[src/rtl/bp_pkg.sv]
// Package: shared types for the direction predictor.
// Assumes: nothing; pure type and constant definitions.
package bp_pkg;

    // Entry flavour chosen at build time.
    typedef enum logic {
        ENTRY_LAST = 1'b0,   // one bit, repeats the last outcome
        ENTRY_SAT2 = 1'b1    // two-bit saturating counter
    } entry_kind_e;

    // Width of one entry for a given flavour.
    function automatic int entry_width(entry_kind_e kind);
        return (kind == ENTRY_SAT2) ? 2 : 1;
    endfunction

endpackage

[src/rtl/bp_index_slice.sv]
// Module: bp_index_slice
// Cuts the table index out of an instruction address.
// Assumes: IDX_LSB + IDX_W <= ADDR_W; bits outside the slice are ignored on purpose.
module bp_index_slice #(
    parameter int ADDR_W  = 32,
    parameter int IDX_LSB = 2,
    parameter int IDX_W   = 8
) (
    input  logic [ADDR_W-1:0] addr,
    output logic [IDX_W-1:0]  idx
);

    // Bits not in the slice have no effect; gathered here to mark them as intentionally unused.
    logic unused_addr_bits;

    // Purpose: take the index field.
    always_comb begin
        idx              = addr[IDX_LSB +: IDX_W];
        unused_addr_bits = ^addr;
    end

endmodule

[src/rtl/bp_entry_pred.sv]
// Module: bp_entry_pred
// Turns one stored entry into a taken / not-taken guess.
// Assumes: the counter flavour holds an unsigned value whose top bit means taken.
module bp_entry_pred #(
    parameter bp_pkg::entry_kind_e KIND = bp_pkg::ENTRY_SAT2,
    parameter int EW = bp_pkg::entry_width(KIND)
) (
    input  logic [EW-1:0] entry,
    output logic          taken
);

    // Purpose: the most significant bit carries the guess for both flavours.
    always_comb begin
        taken = entry[EW-1];
    end

endmodule

[src/rtl/bp_entry_step.sv]
// Module: bp_entry_step
// Computes the new value of an entry from its old value and a resolved outcome.
// Assumes: it is only applied when an update is valid.
module bp_entry_step #(
    parameter bp_pkg::entry_kind_e KIND = bp_pkg::ENTRY_SAT2,
    parameter int EW = bp_pkg::entry_width(KIND)
) (
    input  logic [EW-1:0] cur,
    input  logic          taken,
    output logic [EW-1:0] nxt
);

    localparam logic [EW-1:0] TOP = '1;
    localparam logic [EW-1:0] BOT = '0;
    localparam logic [EW-1:0] ONE = EW'(1);

    generate
        if (KIND == bp_pkg::ENTRY_SAT2) begin : g_sat
            // Purpose: count up on taken, down on not taken, pinned at both ends.
            always_comb begin
                if (taken) begin
                    nxt = (cur == TOP) ? cur : cur + ONE;
                end else begin
                    nxt = (cur == BOT) ? cur : cur - ONE;
                end
            end
        end else begin : g_last
            logic unused_cur;
            // Purpose: the entry becomes the outcome itself.
            always_comb begin
                nxt        = {EW{taken}};
                unused_cur = ^cur;
            end
        end
    endgenerate

endmodule

[src/rtl/dirpred_table.sv]
// Module: dirpred_table
// Untagged direction predictor: a table of history entries selected by
// address bits, read combinationally at fetch and written by a resolve port.
// Assumes: update and lookup may hit the same entry; the lookup then sees
// the pre-update value. Sharing of an entry by aliasing branches is normal.
module dirpred_table #(
    parameter int ADDR_W  = 32,
    parameter int IDX_LSB = 2,
    parameter int IDX_W   = 8,
    parameter bp_pkg::entry_kind_e KIND = bp_pkg::ENTRY_SAT2
) (
    input  logic              clk,
    input  logic              rst_n,
    input  logic [ADDR_W-1:0] fetch_addr,
    output logic              pred_taken,
    input  logic              upd_valid,
    input  logic [ADDR_W-1:0] upd_addr,
    input  logic              upd_taken
);

    localparam int ENTRIES = 1 << IDX_W;
    localparam int EW      = bp_pkg::entry_width(KIND);
    localparam logic [EW-1:0] INIT_VAL = (KIND == bp_pkg::ENTRY_SAT2) ? EW'(1) : '0;

    logic [IDX_W-1:0] fetch_idx;
    logic [IDX_W-1:0] upd_idx;
    logic [EW-1:0]    tbl [ENTRIES];
    logic [EW-1:0]    rd_fetch;
    logic [EW-1:0]    rd_upd;
    logic [EW-1:0]    wr_val;

    bp_index_slice #(.ADDR_W(ADDR_W), .IDX_LSB(IDX_LSB), .IDX_W(IDX_W)) i_fetch_slice (
        .addr (fetch_addr),
        .idx  (fetch_idx)
    );

    bp_index_slice #(.ADDR_W(ADDR_W), .IDX_LSB(IDX_LSB), .IDX_W(IDX_W)) i_upd_slice (
        .addr (upd_addr),
        .idx  (upd_idx)
    );

    // Purpose: read both the fetch entry and the entry about to be updated.
    always_comb begin
        rd_fetch = tbl[fetch_idx];
        rd_upd   = tbl[upd_idx];
    end

    bp_entry_pred #(.KIND(KIND), .EW(EW)) i_pred (
        .entry (rd_fetch),
        .taken (pred_taken)
    );

    bp_entry_step #(.KIND(KIND), .EW(EW)) i_step (
        .cur   (rd_upd),
        .taken (upd_taken),
        .nxt   (wr_val)
    );

    generate
        for (genvar e = 0; e < ENTRIES; e++) begin : g_row
            // Purpose: hold one entry; reset to the initial value, write on a matching valid update.
            always_ff @(posedge clk) begin
                if (!rst_n) begin
                    tbl[e] <= INIT_VAL;
                end else if (upd_valid && (upd_idx == IDX_W'(e))) begin
                    tbl[e] <= wr_val;
                end
            end
        end
    endgenerate

    // ---------------------------------------------------------------
    // Assertions
    // ---------------------------------------------------------------
    logic             chk_v;
    logic             chk_t;
    logic [IDX_W-1:0] chk_idx;
    logic [EW-1:0]    chk_old;
    logic [IDX_W-1:0] chk_other;
    logic [EW-1:0]    chk_other_old;

    // Purpose: remember the last update and one untouched neighbour so the following cycle can be checked.
    always_ff @(posedge clk) begin
        if (!rst_n) begin
            chk_v         <= 1'b0;
            chk_t         <= 1'b0;
            chk_idx       <= '0;
            chk_old       <= '0;
            chk_other     <= '0;
            chk_other_old <= '0;
        end else begin
            chk_v         <= upd_valid;
            chk_t         <= upd_taken;
            chk_idx       <= upd_idx;
            chk_old       <= rd_upd;
            chk_other     <= upd_idx + IDX_W'(1);
            chk_other_old <= tbl[upd_idx + IDX_W'(1)];
        end
    end


    reset_not_taken_chk: assert property (@(posedge clk) disable iff (!rst_n)
        $rose(rst_n) |-> !pred_taken);


    neighbour_kept_chk: assert property (@(posedge clk) disable iff (!rst_n)
        chk_v |-> tbl[chk_other] == chk_other_old);

    generate
        if (KIND == bp_pkg::ENTRY_SAT2) begin : g_sat_chk

            taken_up_chk: assert property (@(posedge clk) disable iff (!rst_n)
                chk_v && chk_t |-> tbl[chk_idx] >= chk_old);

            not_taken_down_chk: assert property (@(posedge clk) disable iff (!rst_n)
                chk_v && !chk_t |-> tbl[chk_idx] <= chk_old);

            single_step_chk: assert property (@(posedge clk) disable iff (!rst_n)
                chk_v |-> (tbl[chk_idx] == chk_old) ||
                          (tbl[chk_idx] == chk_old + EW'(1)) ||
                          (tbl[chk_idx] == chk_old - EW'(1)));
        end else begin : g_last_chk

            last_outcome_chk: assert property (@(posedge clk) disable iff (!rst_n)
                chk_v |-> tbl[chk_idx] == {EW{chk_t}});
        end
    endgenerate

endmodule

[config.mk]
export PLATFORM = sky130hd
export DESIGN_NAME = dirpred_table
export DESIGN_NICKNAME = d
export VERILOG_FILES = /design/src/rtl/bp_pkg.sv /design/src/rtl/bp_index_slice.sv /design/src/rtl/bp_entry_pred.sv /design/src/rtl/bp_entry_step.sv /design/src/rtl/dirpred_table.sv
export SDC_FILE = /design/constraint.sdc
export NUM_CORES = 1
export LEC_CHECK = 0
export BUFFER_PORTS_ARGS = -buffer_cell sky130_fd_sc_hd__buf_2
export CELL_PAD_IN_SITES_DETAIL_PLACEMENT = 1
export CELL_PAD_IN_SITES_GLOBAL_PLACEMENT = 2
export CORE_MARGIN = 3
export CORE_UTILIZATION = 31
export CTS_CLUSTER_SIZE = 14
export DETAILED_ROUTE_END_ITERATION = 16
export PLACE_DENSITY = 0.59
export SETUP_SLACK_MARGIN = 0.15
export SLEW_MARGIN = 20
export SYNTH_ARGS = -nofsm -noshare
export SYNTH_HDL_FRONTEND = slang
export SYNTH_SLANG_ARGS = --single-unit
[constraint.sdc]
create_clock -name clk -period 7.31 [get_ports clk]
set_clock_uncertainty 0.2 [all_clocks]
set_input_delay 0 -clock clk [delete_from_list [all_inputs] [get_ports clk]]
set_output_delay 0 -clock clk [all_outputs]
set_load 0.03 [all_outputs]
==> metrics.md <==
| Metric | Value |
|---|---|
| Detailed Route WL | 108500 um |
| Clock latency on the worst-skew pair | between 0.6 and 0.7 ns |
| Yosys top cell by area | edfxtp_1 |
| Worst vdd ir | 0.1736 mV |
| RR Startpoint | tbl[7][0]$_SDFFCE_PN1P_ |
| Yosys top cell area share | 52.82% |
| Hold depth | 4 |
| Setup TNS | 0 ns |
| Overflow after GRT | 0 |
| Busiest grt layer | met2 |
| Clk slew on worst S/H paths | 0.06 ns |
| Antenna violations before repair | 4 |
| Total number of vias | around 20000 |
| Post-CTS Setup Inserts | 0 |
| H-tree depth | 2 |
| Fraction of layout cells with a size suffix above 1 | 25.37% |
| Crit path DAT | 5.24 ns |
| Die Y | 312.4 um |
| Post-CTS sizing | 0 |
| Distinct cell type count after synthesis | 54 |
| M1 GR Usage | between 30% and 40% |
| Leakage power | 10.36 nW |
| CP endpoint kind | flip-flop |
| Routed Antenna Nets | 0 |
| WL per Instance | around 32 um |
| Register with the most flip-flops | tbl |
| Fin area | 0.03195 mm^2 |
| Actual slew at the worst max-slew pin | ~1.2 ns |
| Met2 usage | 36.11% |
| RSZ-0062 raised after global routing | no |
| Crit-path cells | dlygate4sd3_1 -> buf_2 -> nand4b_1 -> nor4_1 -> nor4_1 -> and4_1 -> nand4_1 -> nand3_4 -> buf_12 -> a211oi_1 |
| Seq/Total Area, Yosys | a little over half |
| Worst reg-to-reg path cell count | 9 |
| Fin. Hold Viols | 0 |
| Area delta synth->final | 9.758% |
| Max FFs per register | 512 |
| Largest regs | tbl (512) |
| Pwr Density | around 220 mW/mm^2 |
| Vias in the first global route | 20820 |
| Net count, final | 2120 |
| Min Tclk post-route | 5.006 ns |
| Placed inst area | roughly 0.03 mm^2 |
| Hold path startpoint | upd_addr[2] |
| DR iter-0 viols | around 2300 |
| Worst path most repeated cell | nor4_1 |
| Main flop type after synthesis | edfxtp_1 |
| Reg2reg end | tbl[21][1]$_SDFFCE_PN0P_ |
| Mapped Cells | between 2000 and 2500 |
| Max Cap Violations | 0 |
| Pre-antenna DRT Iters | 5 |
| Status | completed |
| Routing usage on met3 | under 10% |
| Num rows | 111 |
| Highest Clock Rate | 199.8 MHz |
| Critical path peak fanout | 62 |
| CP max stage cell | nor4_1 |
| Clk sinks | roughly 500 |
| R2r setup slk | 2.71 ns |
| Routability cong. | approximately 0.82 |
| Final period utilization | between 60% and 70% |
| Core ar. | between 0.09 and 0.1 mm^2 |
| # setup viols final | 0 |
| FF+latch count, synth | between 500 and 600 |
| Hold_buf cts | 5 |
| Mapped Nets | 2244 |
| CTS Root Cell | clkbuf_16 |
| Port buffer count | 20 |
| Pins Over Slew Limit | 0 |
| YS warnings | 0 |
| Slew Limit Headroom | 18.30% |
| Avg Cell Area, Syn | 13.38 um^2 |
| Clock Tree Buf Depth | 3 |
| Hold EP | tbl[130][0]$_SDFFCE_PN1P_ |
| Synth top area cells | edfxtp_1, mux4_2, o211ai_2, nand2_1, o21bai_1 |
| Initial Util | 31.52% |
| Mapped Area | 0.02911 mm^2 |
| Inserted Clock Buffers | 60 |
| Largest net degree at the start of global routing | 204 |
| Critical setup path kind | input port to flip-flop |
| Crit start category | input port |
| Post-synth EDFFs | 512 |
| Required @ worst endpoint | 7.54 ns |
| Via-to-Cell Ratio | 6.034 |
| Die Area | 0.09761 mm^2 |
| Hold crit path type | input port to flip-flop |
| Number of remaining DRC errors | 0 |
| Asr flop ratio synth | 0% |
| TritonCTS clock tree | done |
| Max incr delay on CP | 0.97 ns |
| Die X | 312.4 um |
| IO Pins | 69 |
| First-pass GRT wire length | roughly 160000 um |
| Tot GR Track Use | 22.02% |
| DP HPWL | 67730 um |
## synthesized netlist by cell type, types with 25 or more instances
library cell,count
edfxtp_1,512
nand2_1,263
mux4_2,213
o21ai_0,160
clkbuf_1,130
a21oi_1,122
o21bai_1,121
a211oi_1,120
o211ai_2,110
buf_2,92
nor2_1,62
mux2i_1,37
buf_1,26
nand3_1,25
## worst max-delay path: cells and delay by family
kind | cells | cell delay, ns
AOI/OAI and AO/OA | 1 | 0.30
buffers and inverters | 3 | 1.56
and+or+nand+nor | 6 | 3.26
## power by group
part           leakage [nW]  internal (mW)  switching, mW
clock                 0.858           1.55           1.26
combinational          4.93          0.252          0.628
sequential             4.57           3.29         0.0376
total                  10.4           5.10           1.92
## layout make-up
class / count / area (um^2)
clock inverter: 25 / 142.6
antenna: 2 / 5.005
inverter: 3 / 11.26
multi-input combinational: 1371 / 12300
sequential: 512 / 15370
timing repair buffer: 104 / 957.2
tap: 1243 / 1555
clock buffer: 82 / 1605
fill: 9583 / 60410
## routing by layer
layer	part of all wire (%)	routed length, um	up-vias
met5	0.016	17	-
li1	-	-	8398
met1	44	47470	10950
met2	48	52380	664
met4	2.6	2848	2
met3	5.4	5811	149
## through the flow
stage	cells	hold slack (ns)	utilization [%]	setup slack, ns	total power, mW
global route	3340	0.1601	34.59	2.086	7.236
CTS	3339	0.06052	34.56	2.383	7.081
finish	3342	0.05176	34.59	2.304	7.024
global placement	3227	0.2768	32.60	1.947	4.258
floorplan	2176	0.06715	-	4.052	3.965
detailed placement	3227	0.2685	32.61	1.915	4.268
## cell usage in the layout, fill, tap and decap left out, types with 4 or more instances in the layout
cell type	Yosys	routed
a211oi_1	120	120
a21boi_0	10	10
a21boi_1	10	10
a21oi_1	122	122
a22o_1	5	5
a22oi_1	17	17
a31oi_1	4	4
and2_1	4	4
buf_12	13	13
buf_2	92	14
buf_4	13	68
clkbuf_1	130	21
clkbuf_16	0	61
clkinv_1	0	12
clkinv_2	0	10
dlygate4sd3_1	0	5
edfxtp_1	512	512
mux2i_1	37	37
mux4_2	213	213
nand2_1	263	263
nand2b_1	10	10
nand3_1	25	22
nand3b_1	4	4
nor2_1	62	46
nor2_2	0	6
nor2_4	0	10
nor2b_1	12	12
nor3_1	14	10
nor3_2	0	4
nor4_1	4	4
o211ai_1	7	7
o211ai_2	110	109
o21ai_0	160	160
o21ai_1	4	4
o21bai_1	121	121
## cells by family (layout without fill, tap and decap cells)
family / after synthesis / after routing / synth area share, %
multiplexers: 251 / 251 / 17.79
AND/OR/NAND/NOR: 414 / 414 / 6.070
AO/OA/AOI/OAI: 706 / 706 / 17.80
other: 0 / 2 / 0
flip-flops: 512 / 512 / 52.82
buffers and inverters: 293 / 214 / 5.519
## worst max-delay path by stage
stage | startpoint | to | slack, ns | cells after the start
3_5_place_dp | upd_addr[7] | tbl[83][0]$_SDFFCE_PN1P_ | 1.92 | 9
5_1_grt | upd_addr[8] | tbl[249][1]$_SDFFCE_PN0P_ | 2.09 | 10
4_1_cts | upd_addr[8] | tbl[73][0]$_SDFFCE_PN1P_ | 2.38 | 10
2_1_floorplan | upd_addr[3] | tbl[94][0]$_SDFFCE_PN1P_ | 4.05 | 14
6_report | upd_addr[8] | tbl[96][1]$_SDFFCE_PN0P_ | 2.30 | 10
3_3_place_gp | upd_addr[7] | tbl[90][0]$_SDFFCE_PN1P_ | 1.95 | 9
(Power assumes the default switching activity.)
